--- config.mk ---
export PLATFORM = sky130hd
export DESIGN_NAME = glyph_rom_port
export DESIGN_NICKNAME = d
export VERILOG_FILES = /design/src/rtl/glyph_rom_pkg.sv /design/src/rtl/glyph_addr_decode.sv /design/src/rtl/glyph_index_latch.sv /design/src/rtl/glyph_read_path.sv /design/src/rtl/glyph_rom_port.sv
export SDC_FILE = /design/constraint.sdc
export NUM_CORES = 1
export LEC_CHECK = 0
export BUFFER_PORTS_ARGS = -buffer_cell sky130_fd_sc_hd__buf_4
export CORE_MARGIN = 2
export CORE_UTILIZATION = 46
export CTS_CLUSTER_DIAMETER = 80
export DETAILED_ROUTE_END_ITERATION = 10
export PLACE_DENSITY_LB_ADDON = 0.12
export SLEW_MARGIN = 20
export SYNTH_ARGS = -nofsm -noshare
export SYNTH_HDL_FRONTEND = slang
export SYNTH_HIERARCHICAL = 1
export SYNTH_SLANG_ARGS = --single-unit
--- constraint.sdc ---
create_clock -name clk -period 2.6 [get_ports clk]
set_input_delay 0.26 -clock clk [delete_from_list [all_inputs] [get_ports clk]]
set_output_delay 0.26 -clock clk [all_outputs]
set_load 0.05 [all_outputs]
--- src/rtl/glyph_rom_pkg.sv ---
// Shared types for the glyph ROM index port.
package glyph_rom_pkg;

    // Register decoded from an I/O offset.
    typedef enum logic [2:0] {
        SEL_NONE,
        SEL_IDX_HI,
        SEL_IDX_LO,
        SEL_DATA_EVEN,
        SEL_DATA_ODD
    } port_sel_e;

endpackage

--- src/rtl/glyph_addr_decode.sv ---
// Decodes an I/O offset into one of the block's registers.
// Assumes: offsets are distinct; the alias offsets are decoded only when ALIAS_EN is set.
module glyph_addr_decode
    import glyph_rom_pkg::*;
#(
    parameter int          OFF_W    = 8,
    parameter logic [7:0]  OFF_HI   = 8'h20,
    parameter logic [7:0]  OFF_LO   = 8'h21,
    parameter logic [7:0]  OFF_EVEN = 8'h22,
    parameter logic [7:0]  OFF_ODD  = 8'h23,
    parameter logic [7:0]  OFF_AHI  = 8'h2C,
    parameter logic [7:0]  OFF_ALO  = 8'h2D,
    parameter bit          ALIAS_EN = 1'b1
) (
    input  logic [OFF_W-1:0] addr,
    output port_sel_e        sel
);

    logic alias_hi;
    logic alias_lo;

    generate
        if (ALIAS_EN) begin : g_alias
            assign alias_hi = (addr == OFF_W'(OFF_AHI));
            assign alias_lo = (addr == OFF_W'(OFF_ALO));
        end else begin : g_no_alias
            assign alias_hi = 1'b0;
            assign alias_lo = 1'b0;
        end
    endgenerate

    // Map the offset to a register selector.
    always_comb begin
        sel = SEL_NONE;
        if (addr == OFF_W'(OFF_HI) || alias_hi)      sel = SEL_IDX_HI;
        else if (addr == OFF_W'(OFF_LO) || alias_lo) sel = SEL_IDX_LO;
        else if (addr == OFF_W'(OFF_EVEN))           sel = SEL_DATA_EVEN;
        else if (addr == OFF_W'(OFF_ODD))            sel = SEL_DATA_ODD;
    end

endmodule

--- src/rtl/glyph_index_latch.sv ---
// Holds the glyph index, loaded a byte at a time.
// Assumes: IDX_W is between DATA_W+1 and 2*DATA_W; writes are dropped when no ROM is fitted.
module glyph_index_latch
    import glyph_rom_pkg::*;
#(
    parameter int IDX_W  = 16,
    parameter int DATA_W = 8
) (
    input  logic              clk,
    input  logic              rst_n,
    input  logic              wr,
    input  port_sel_e         sel,
    input  logic              present,
    input  logic [DATA_W-1:0] wdata,
    output logic [IDX_W-1:0]  index
);

    localparam int HI_W = IDX_W - DATA_W;

    // Load the selected index byte on an accepted write.
    always_ff @(posedge clk) begin
        if (!rst_n) begin
            index <= '0;
        end else if (wr && present) begin
            if (sel == SEL_IDX_HI) index[IDX_W-1:DATA_W] <= wdata[HI_W-1:0];
            if (sel == SEL_IDX_LO) index[DATA_W-1:0]     <= wdata;
        end
    end

endmodule

--- src/rtl/glyph_read_path.sv ---
// Issues ROM reads and returns read data one cycle after the request.
// Assumes: the ROM returns data the cycle after rom_en; the return select is registered with the strobe.
module glyph_read_path
    import glyph_rom_pkg::*;
#(
    parameter int IDX_W  = 16,
    parameter int DATA_W = 8
) (
    input  logic              clk,
    input  logic              rst_n,
    input  logic              rd,
    input  port_sel_e         sel,
    input  logic              present,
    input  logic [IDX_W-1:0]  index,
    input  logic [DATA_W-1:0] rom_data,
    output logic              rom_en,
    output logic [IDX_W:0]    rom_addr,
    output logic [DATA_W-1:0] rdata,
    output logic              rvalid
);

    logic is_data;
    logic is_reg;
    logic use_rom_q;

    // Classify the access for this cycle.
    always_comb begin
        is_data = (sel == SEL_DATA_EVEN) || (sel == SEL_DATA_ODD);
        is_reg  = (sel != SEL_NONE);
    end

    assign rom_en   = rd && is_data && present;
    assign rom_addr = {index, (sel == SEL_DATA_ODD)};

    // Register the strobe and the data source for the return cycle.
    always_ff @(posedge clk) begin
        if (!rst_n) begin
            rvalid    <= 1'b0;
            use_rom_q <= 1'b0;
        end else begin
            rvalid    <= rd && is_reg;
            use_rom_q <= rom_en;
        end
    end

    assign rdata = use_rom_q ? rom_data : {DATA_W{1'b1}};

endmodule

--- src/rtl/glyph_rom_port.sv ---
// Top of the glyph ROM index port: decode, index latch and read path.
// Assumes: one access per cycle, never a read and a write in the same cycle.
module glyph_rom_port
    import glyph_rom_pkg::*;
#(
    parameter int IDX_W  = 16,
    parameter int DATA_W = 8,
    parameter int OFF_W  = 8
) (
    input  logic              clk,
    input  logic              rst_n,
    input  logic [OFF_W-1:0]  cpu_addr,
    input  logic [DATA_W-1:0] cpu_wdata,
    input  logic              cpu_wr,
    input  logic              cpu_rd,
    output logic [DATA_W-1:0] cpu_rdata,
    output logic              cpu_rvalid,
    input  logic              rom_present,
    output logic              rom_en,
    output logic [IDX_W:0]    rom_addr,
    input  logic [DATA_W-1:0] rom_data
);

    port_sel_e        sel;
    logic [IDX_W-1:0] index;

    glyph_addr_decode #(.OFF_W(OFF_W)) u_decode (
        .addr (cpu_addr),
        .sel  (sel)
    );

    glyph_index_latch #(.IDX_W(IDX_W), .DATA_W(DATA_W)) u_latch (
        .clk     (clk),
        .rst_n   (rst_n),
        .wr      (cpu_wr),
        .sel     (sel),
        .present (rom_present),
        .wdata   (cpu_wdata),
        .index   (index)
    );

    glyph_read_path #(.IDX_W(IDX_W), .DATA_W(DATA_W)) u_read (
        .clk      (clk),
        .rst_n    (rst_n),
        .rd       (cpu_rd),
        .sel      (sel),
        .present  (rom_present),
        .index    (index),
        .rom_data (rom_data),
        .rom_en   (rom_en),
        .rom_addr (rom_addr),
        .rdata    (cpu_rdata),
        .rvalid   (cpu_rvalid)
    );

endmodule

==> results of run 1 <==
## cell families after synthesis
kind of cell           count (synthesis)  synth area share (%)
AND/OR/NAND/NOR                       46                  27.1
buffers and inverters                 21                  15.8
flip-flops                            18                  36.5
multiplexers                          16                  16.2
AO/OA/AOI/OAI                          5                  3.54
XOR/XNOR                               1                 0.886
## cell type report
class | instances | area [um^2] | share of cell area (%)
multi-input combinational | 68 | 472 | 35.4
timing repair buffer | 57 | 428 | 32.1
inverter | 1 | 3.75 | 0.281
tap | 27 | 33.8 | 2.53
sequential | 18 | 360 | 27.0
clock buffer | 4 | 36.3 | 2.72
## how the worst min path moves through the flow
stage / start / to / slack, ns / depth (start not counted)
finish: cpu_wdata[3] / u_latch/index[3] / 0.24 / 3
global route: cpu_rd / u_read/rvalid / 0.24 / 2
CTS: cpu_rd / u_read/use_rom_q / 0.23 / 3
detailed placement: u_latch/index[4] / u_latch/index[4] / 0.45 / 2
global placement: u_latch/index[6] / u_latch/index[6] / 0.44 / 2
floorplan: cpu_rd / u_read/use_rom_q / 0.39 / 2
## power by group
group          internal [mW]  switching (mW)  total [mW]
Clock                 0.0852          0.0860       0.171
Combinational         0.0364          0.0265      0.0629
Sequential             0.276        0.000255       0.276
## layer usage
layer	routed length, um	part of all wire [%]
met1	822	40
met2	1130	55
met3	106	5.1
met4	15	0.72
met5	0	0
## synthesized netlist by cell type (all sizes together)
| cell | count |
|---|---|
| nand2 | 26 |
| buf | 20 |
| dfxtp | 18 |
| mux2i | 16 |
| nand2b | 8 |
| a21oi | 3 |
| nand3b | 2 |
| nor2 | 2 |
| nor3b | 2 |
| a32oi | 1 |
| inv | 1 |
| nand3 | 1 |
| nor2b | 1 |
| nor3 | 1 |
| nor4 | 1 |
| o311a | 1 |
| or3b | 1 |
| or4b | 1 |
| xor2 | 1 |
## critical path, cell delays in order
cell,delay (ns)
buf_4,0.11
or4b_4,0.56
nor4_4,0.27
or3b_1,0.42
a21oi_1,0.15
buf_4,0.21
## sequential cells by signal, indices dropped and copies added, names as in the netlist
name	cells
u_read/use_rom_q	1
u_latch/index	16
u_read/rvalid	1
## through the flow
stage / util, % / setup WS, ns / instances
finish: 66.6 / 0.359 / 175
CTS: 66.6 / 0.361 / 175
detailed placement: 64.8 / 0.364 / 171
global route: 66.6 / 0.287 / 175
global placement: 64.8 / 0.384 / 171
floorplan: - / 0.0914 / 107
==> impl_results.md, run 1 <==
* Outcome: completed
* CTS Buf Count at 3
* Fin Hold WS at approximately 0.24 ns
* Final ANT Viol Nets at 0
* IO Port Bufs at between 50 and 60
* Overflow after GRT at 0
* Clock sinks at 18
* Setup TNS at 0 ns
* Total wire length after detailed routing at a little over 2000 um
* Area share of the largest cell type after synthesis at between 30% and 40%
* Area of placed instances at 1300 um^2
* End of the critical path: rom_en
* Commonest non-fill, non-tap cells in the layout: buf_4 (57), nand2_1 (26), dfxtp_1 (18)
* Bufs on Longest Clock Path at 2
* Worst Path Required at 2.34 ns
* Crit share post-route at between 80% and 90%
* RR Startpoint: u_latch/index[5]
* Synth warn at 6
* DIE WIDTH at 50.4 um
* Synth Cell Area at just under 1000 um^2
* Vias in the first global route at 818
* Cell accounting for the most synthesized area: dfxtp_1
* Least-Margin Pin Slew at between 0.8 and 0.9 ns
* Fill cell count at between 150 and 200
* Static leakage at approximately 0.58 nW
* Total iterations of the first detailed-routing run at 4
* Max Fanout on Critical Path at 4
* DRC viols at 0
* DR WL/cell at around 12 um
* Hold WC Path Type: input port to flip-flop
* # H-tree levels at 1
* Final HPWL DP at ~1600 um
* Yosys cell types at 22
* Worst-path clk slew at between 0.1 and 0.15 ns
* Critical path arrival at 1.98 ns
* Tmin final at roughly 2.2 ns
* Max IR drop VDD at between 200 and 300 uV
* Grt met3 use at 3.27%
* Antenna violations before repair at 0
* Most Crowded Layer GR: met2
* CORE AREA at between 2000 and 2500 um^2
* First-iteration detailed-routing DRC count at 3
* Pins over their slew limit at 0
* Final setup fails at 0
* Max-cap violations at 0
* Syn Inst Count at between 100 and 150
* Initial core utilization at around 50%
* Max Clk Rate at around 0.45 GHz
* CP Capture Type: primary output
* Root Driver: clkbuf_4
* Die H at slightly above 50 um
* Worst r2r dst: u_latch/index[5]
* RSZ-0062 raised after global routing: no
* Setup Buffers After CTS at 0
* Sequential-to-total area share from yosys stat at a little over a third
* Largest net degree at the start of global routing at 27
* IO Pins at 56
* Clock Skew at 0 ns
* Worst Setup Path Type: input port to primary output
* Die ar. at about 2500 um^2
* Startpoint Class: input port
* # hold bufs at CTS at 0
* Worst-Skew Late Latency at 0.28 ns
* Worst slew margin at around 44%
* Placer Congestion at between 0.7 and 0.8
* Vias/cell at between 4 and 5
* Synth top area cells: dfxtp_1 (36%), mux2i_1 (16%), buf_4 (12%)
* M2 GR Usage at ~30%
* Post-Syn Nets at about 140
* Post_cts resized at 0
* Worst R2R Setup Slack at ~2 ns
* Cells on worst reg2reg path at 2
* Hold Vio Cnt, Final at 0
* Fin area at between 1000 and 1500 um^2
* Via Count at slightly above 800
* Most common cell after layout, fill and taps aside: buf_4
* Area Growth Syn to Fin at 34.9%
* M1 GR Usage at 19.0%
* Gr usage total at between 15 and 20%
* Synthesized area per cell at roughly 9 um^2
* Rows at 16
* First-pass GRT wire length at 3290 um
* CP startpoint: cpu_addr[4]
* CTS tree: built
* Final net count at 178
* Layout cells sized above 1 at approximately 45%
* Synth Register Bits at 18
* Antenna cells at 0
* Pwr Density at 383 nW/um^2
* Tot Pwr at just over 500 uW
No activity file was read; power rests on OpenSTA's default activity.
==> inputs of run 2 (changes only) <==
--- a/config.mk
+++ b/config.mk
@@ -9,5 +9,5 @@
 export CORE_MARGIN = 2
 export CORE_UTILIZATION = 46
-export CTS_CLUSTER_DIAMETER = 80
+export CTS_CLUSTER_DIAMETER = 60
 export DETAILED_ROUTE_END_ITERATION = 10
 export PLACE_DENSITY_LB_ADDON = 0.12
==> constraint.sdc (replaced) <==
create_clock -name clk -period 2.6 [get_ports clk]
set_input_delay 0.52 -clock clk [delete_from_list [all_inputs] [get_ports clk]]
set_output_delay 0.52 -clock clk [all_outputs]
set_load 0.05 [all_outputs]
==> impl_results.md, run 2 (synthesis gave the netlist of run 1 again) <==
* Initial core utilization at 49.4% (unchanged)
* Pwr Density at 363 nW/um^2 (was 383 nW/um^2)
* Rows at 16 (unchanged)
* Die H at 50.4 um (unchanged)
* IO Port Bufs at 55 (unchanged)
* Vias in the first global route at 831 (was 818)
* Hold WC Path Type: flip-flop to flip-flop (was input port to flip-flop)
* First-pass GRT wire length at 3380 um (was 3290 um)
* RSZ-0062 raised after global routing: yes (was no)
* Final HPWL DP at 1620 um (about the same)
* Pins over their slew limit at 0 (unchanged)
* Fill cell count at 163 (was 169)
* Die ar. at 2540 um^2 (unchanged)
* Critical path arrival at 2.16 ns (was 1.98 ns)
* CP max stage cell: or4b_4 (unchanged)
* Total iterations of the first detailed-routing run at 2 (was 4)
* Max IR drop VDD at 349 uV (was 269 uV)
* Crit path buf inv count at 2 (unchanged)
* Most Frequent Cell on Critical Path: buf_6 (was buf_4)
* Largest delay share family, worst path: simple AND/OR/NAND/NOR gates (unchanged)
* Final std cells w/o fill at 181 (was 175)
* CORE AREA at 2000 um^2 (unchanged)
* Biggest register: u_latch/index (unchanged)
* Cell Chain, Critical Path: buf_6 -> or4b_4 -> nor4_4 -> or3b_4 -> a21oi_4 -> buf_6 (was buf_4 -> or4b_4 -> nor4_4 -> or3b_1 -> a21oi_1 -> buf_4)
* Layout cells sized above 1 at 49.4% (was 45.3%)
* Final setup fails at 1 (was 0)
* Final ANT Viol Nets at 0 (unchanged)
* Setup Slack @ Placement at -0.121 ns (was 0.364 ns)
* Registers with the most flip-flops: u_latch/index (16), u_read/rvalid (1), u_read/use_rom_q (1) (unchanged)
* Placer Congestion at 0.735 (was 0.752)
* Least-Margin Pin Slew at 0.825 ns (was 0.835 ns)
* Bufs on Longest Clock Path at 2 (unchanged)
* Worst stage delay on the critical path at 0.55 ns (was 0.56 ns)
* Via Count at 819 (unchanged)
* # H-tree levels at 1 (unchanged)
* Inst Count DP at 173 (was 171)
* Area Growth Syn to Fin at 42.9% (was 34.9%)
* IO Pins at 56 (unchanged)
* Overflow after GRT at 0 (unchanged)
* Tot Pwr at 513 uW (was 510 uW)
* CTS Buf Count at 3 (unchanged)
* Root Driver: clkbuf_4 (unchanged)
* Worst Setup Path Type: input port to primary output (unchanged)
* Hold Vio Cnt, Final at 0 (unchanged)
* DIE WIDTH at 50.4 um (unchanged)
* Static leakage at 0.620 nW (was 0.581 nW)
* Post-layout util at 70.6% (was 66.6%)
* Vias/cell at 4.52 (was 4.68)
* DR WL/cell at 11.4 um (was 11.9 um)
* Gr usage total at 17.3% (was 16.7%)
* Crit share post-route at 103% (was 86.2%)
* Clock sinks at 18 (unchanged)
* Max-cap violations at 0 (unchanged)
* Antenna violations before repair at 0 (unchanged)
* Total wire length after detailed routing at 2060 um (was 2080 um)
* DRC viols at 0 (unchanged)
* Outcome: complete, but fails checks (was completed)
* Most common cell after layout, fill and taps aside: buf_4 (unchanged)
* # hold bufs at CTS at 0 (unchanged)
* Startpoint Class: input port (unchanged)
* Commonest non-fill, non-tap cells in the layout: buf_4 (59), nand2_1 (26), dfxtp_1 (18) (was buf_4 (57), nand2_1 (26), dfxtp_1 (18))
* Final setup margin at -0.0779 ns (was 0.359 ns)
* Antenna cells at 0 (unchanged)
* Worst-path clk slew at 0.10 ns (was 0.11 ns)
* Max Fanout on Critical Path at 3 (was 4)
* Final net count at 184 (was 178)
* CTS tree: built (unchanged)
* Failing checks: setup timing
* Worst slew margin at 44.8% (was 44.1%)
* Worst-Skew Late Latency at 0.28 ns (about the same)
* Clock Skew at 0 ns (unchanged)
* Fin Hold WS at 0.464 ns (was 0.243 ns)
* First-iteration detailed-routing DRC count at 9 (was 3)
* Multi-input logic area at 490 um^2 (was 472 um^2)
* Worst Path Required at 2.08 ns (was 2.34 ns)
* CP Capture Type: primary output (unchanged)
* Max Clk Rate at 0.373 GHz (was 0.446 GHz)
* Max reg flops at 16 (unchanged)
* Tmin final at 2.68 ns (was 2.24 ns)
* Largest net degree at the start of global routing at 27 (unchanged)
* FF+latch area at 360 um^2 (unchanged)
[run 2: what timing repair did]
action / CTS / global route
endpoints found under the setup margin: 2 / 2
gates resized for setup: 4 / 1
pin swaps: 3 / 2
buffers inserted: 2 / 2
[run 2: layout make-up]
type                            count  share of cell area, %
Inverter                            1                  0.266
Sequential cell                    18                   25.5
Clock buffer                        4                   2.57
Timing Repair Buffer               63                   34.5
Multi-Input combinational cell     68                   34.7
Tap cell                           27                   2.39
[run 2: stage by stage]
stage          TNS (ns)  area (um^2)
3_5_place_dp     -0.148         1330
6_report        -0.0779         1410
4_1_cts         -0.0959         1390
2_1_floorplan   -0.0373         1000
5_1_grt          -0.160         1410
3_3_place_gp     -0.133         1330
[run 2: layer usage]
metal	share of wire, %	GRT usage (%)	up-vias
met5	0	0	-
met4	0.54	4.05	0
met1	45	20.0	357
met3	5.8	5.65	2
li1	-	-	433
met2	49	30.7	27
[run 2: path summary, 6_finish.rpt]
check                   startpoint          endpoint  slack (ns)  cells after the start
hold / removal    u_latch/index[8]  u_latch/index[8]        0.46                      2
setup reg to reg  u_latch/index[4]  u_latch/index[4]        2.00                      2
hold reg to reg   u_latch/index[8]  u_latch/index[8]        0.46                      2
setup / recovery       cpu_addr[6]            rom_en       -0.08                      6
[run 2: tightest hold or removal path, delay by kind of cell (launching register included)]
family | cells | cell delay, ns
muxes | 1 | 0.05
DFF | 1 | 0.32
and+or+nand+nor | 1 | 0.05
[run 2: power breakdown]
part,switching (mW),internal [mW],total [mW]
logic,0.0272,0.0385,0.0657
clock network,0.0859,0.0852,0.171
registers,0.000263,0.276,0.276
total,0.113,0.400,0.513
==> inputs of run 3 (changes only) <==
- CORE_UTILIZATION: 46 -> 43
- CTS_CLUSTER_SIZE: default -> 10
- SYNTH_HIERARCHICAL: 1 -> default
==> impl_results.md, run 3 <==
* Bufs on Longest Clock Path at 2 (unchanged)
* Static leakage at 0.615 nW (was 0.620 nW)
* Die ar. at 2240 um^2 (was 2540 um^2)
* First-iteration detailed-routing DRC count at 11 (was 9)
* Ys flop type: dfxtp_1 (unchanged)
* Max Fanout on Critical Path at 5 (was 3)
* Clock sinks at 18 (unchanged)
* Least-Margin Pin Slew at 0.318 ns (was 0.825 ns)
* CTS tree: built (unchanged)
* Most Frequent Cell on Critical Path: buf_4 (was buf_6)
* Post-Syn Nets at 114 (was 136)
* DIE WIDTH at 47.3 um (was 50.4 um)
* Most common cell after layout, fill and taps aside: buf_4 (unchanged)
* First-pass GRT wire length at 2770 um (was 3380 um)
* Post-layout util at 72.5% (was 70.6%)
* CP Capture Type: primary output (unchanged)
* Total wire length after detailed routing at 1880 um (was 2060 um)
* Clock Skew at 0 ns (unchanged)
* Crit share post-route at 81.8% (was 103%)
* Crit path buf inv count at 2 (unchanged)
* Critical path arrival at 1.61 ns (was 2.16 ns)
* Max Clk Rate at 0.470 GHz (was 0.373 GHz)
* Max reg flops at 16 (unchanged)
* Tot Pwr at 502 uW (was 513 uW)
* Area share of the largest cell type after synthesis at 44.7% (was 36.5%)
* Largest net degree at the start of global routing at 27 (unchanged)
* Worst-path clk slew at 0.10 ns (about the same)
* Startpoint Class: input port (unchanged)
* IO Pins at 56 (unchanged)
* Setup Buffers After CTS at 0 (was 2)
* Rows at 15 (was 16)
* Gr usage total at 17.9% (was 17.3%)
* Hold WC Path Type: flip-flop to flip-flop (unchanged)
* CORE AREA at 1750 um^2 (was 2000 um^2)
* Synth warn at 0 (was 6)
* Antenna violations before repair at 0 (unchanged)
* Area Growth Syn to Fin at 56.7% (was 42.9%)
* Total iterations of the first detailed-routing run at 4 (was 2)
* Worst Path Required at 2.08 ns (about the same)
* Sequential-to-total area share from yosys stat at 44.7% (was 36.5%)
* DRC viols at 0 (unchanged)
* Registers with the most flip-flops: u_latch.index (16), u_read.rvalid (1), u_read.use_rom_q (1) (was u_latch/index (16), u_read/rvalid (1), u_read/use_rom_q (1))
* Root Driver: clkbuf_4 (unchanged)
* Pins over their slew limit at 0 (unchanged)
* Placer Congestion at 0.790 (was 0.735)
* CP max stage cell: nor4b_4 (was or4b_4)
* Ys async rst share at 0% (unchanged)
* Pwr Density at 397 nW/um^2 (was 363 nW/um^2)
* # H-tree levels at 1 (unchanged)
* Layout cells sized above 1 at 45.0% (was 49.4%)
* Synth top area cells: dfxtp_1 (45%), mux2i_1 (20%), nand2_1 (12%) (was dfxtp_1 (36%), mux2i_1 (16%), buf_4 (12%))
* Initial core utilization at 46.2% (was 49.4%)
* Post-synth top cells: nand2_1 (25), dfxtp_1 (18), mux2i_1 (16) (was nand2_1 (26), dfxtp_1 (18), buf_4 (16), mux2i_1 (16), nand2b_1 (8))
* Vias in the first global route at 636 (was 831)
* Max-cap violations at 0 (unchanged)
* Yosys cell types at 19 (was 22)
* Overflow after GRT at 0 (unchanged)
* Syn Inst Count at 85 (was 107)
* Worst slew margin at 78.5% (was 44.8%)
* Via Count at 787 (was 819)
* Commonest non-fill, non-tap cells in the layout: buf_4 (55), nand2_1 (25), dfxtp_1 (18) (was buf_4 (59), nand2_1 (26), dfxtp_1 (18))
* Cell accounting for the most synthesized area: dfxtp_1 (unchanged)
* Post-synth EDFFs at 0 (unchanged)
* Cell Chain, Critical Path: buf_4 -> nor4b_4 -> and3_2 -> and3_1 -> buf_4 (was buf_6 -> or4b_4 -> nor4_4 -> or3b_4 -> a21oi_4 -> buf_6)
* Final HPWL DP at 1440 um (was 1620 um)
* Outcome: completed (was complete, but fails checks)
* Largest delay share family, worst path: simple AND/OR/NAND/NOR gates (unchanged)
* Worst stage delay on the critical path at 0.36 ns (was 0.55 ns)
* IO Port Bufs at 55 (unchanged)
* Setup TNS at 0 ns (was -0.0779 ns)
* Antenna cells at 0 (unchanged)
* Post_cts resized at 0 (was 4)
* Synth Cell Area at 807 um^2 (was 988 um^2)
* CTS Buf Count at 3 (unchanged)
* Synth Register Bits at 18 (unchanged)
* RSZ-0062 raised after global routing: no (was yes)
* Die H at 47.3 um (was 50.4 um)
* Biggest register: u_latch.index (was u_latch/index)
* Most common cell in the netlist: nand2_1 (unchanged)
* Hold Vio Cnt, Final at 0 (unchanged)
* Vias/cell at 4.77 (was 4.52)
* Final ANT Viol Nets at 0 (unchanged)
* Worst-Skew Late Latency at 0.29 ns (was 0.28 ns)
* Final net count at 170 (was 184)
* Worst Setup Path Type: input port to primary output (unchanged)
* Max IR drop VDD at 239 uV (was 349 uV)
* DR WL/cell at 11.4 um (about the same)
* # hold bufs at CTS at 0 (unchanged)
* Final setup fails at 0 (was 1)
* Synthesized area per cell at 9.49 um^2 (was 9.24 um^2)
* Tmin final at 2.13 ns (was 2.68 ns)
-- run 3: kinds of logic after synthesis --
logic type      synth area share, %
mux                            19.8
buf+inv                        2.79
xor+xnor                       1.09
simple gates                   31.0
flops                          44.7
compound gates                0.620
-- run 3: path summary, 6_finish.rpt --
check,slack [ns],to,startpoint,depth (start not counted)
setup reg to reg,1.99,u_latch.index[6],u_latch.index[6],2
hold / removal,0.47,u_latch.index[15],u_latch.index[15],2
setup / recovery,0.47,rom_en,cpu_addr[4],5
hold reg to reg,0.47,u_latch.index[15],u_latch.index[15],2
-- run 3: layer usage --
layer | global-route usage [%] | share of wire, %
met1 | 21.3 | 41
met2 | 28.9 | 48
met3 | 5.77 | 9.9
met4 | 8.33 | 1.6
met5 | 0 | 0
-- run 3: layout make-up --
| cell class | count | area, um^2 |
|---|---|---|
| fill | 158 | 480 |
| multi-input combinational | 63 | 424 |
| tap | 25 | 31.3 |
| clock buffer | 4 | 36.3 |
| sequential | 18 | 360 |
| timing repair buffer | 55 | 413 |
-- run 3: through the flow --
stage / area, um^2 / setup WS [ns] / std cells / hold WS (ns)
floorplan: 807 / 0.533 / 85 / 0.636
global placement: 1230 / 0.507 / 161 / 0.444
detailed placement: 1230 / 0.468 / 161 / 0.453
CTS: 1260 / 0.465 / 165 / 0.462
global route: 1260 / 0.424 / 165 / 0.465
finish: 1260 / 0.473 / 165 / 0.466
-- run 3: worst min-delay path, delay by kind of cell, from the launching register on --
kind / cells / cell delay (ns)
flip-flops: 1 / 0.32
multiplexers: 1 / 0.05
AND/OR/NAND/NOR: 1 / 0.05
-- run 3: report_power, final --
| group | switching [mW] | internal, mW |
|---|---|---|
| combinational | 0.0225 | 0.0352 |
| clock | 0.0824 | 0.0853 |
| sequential | 0.000228 | 0.276 |
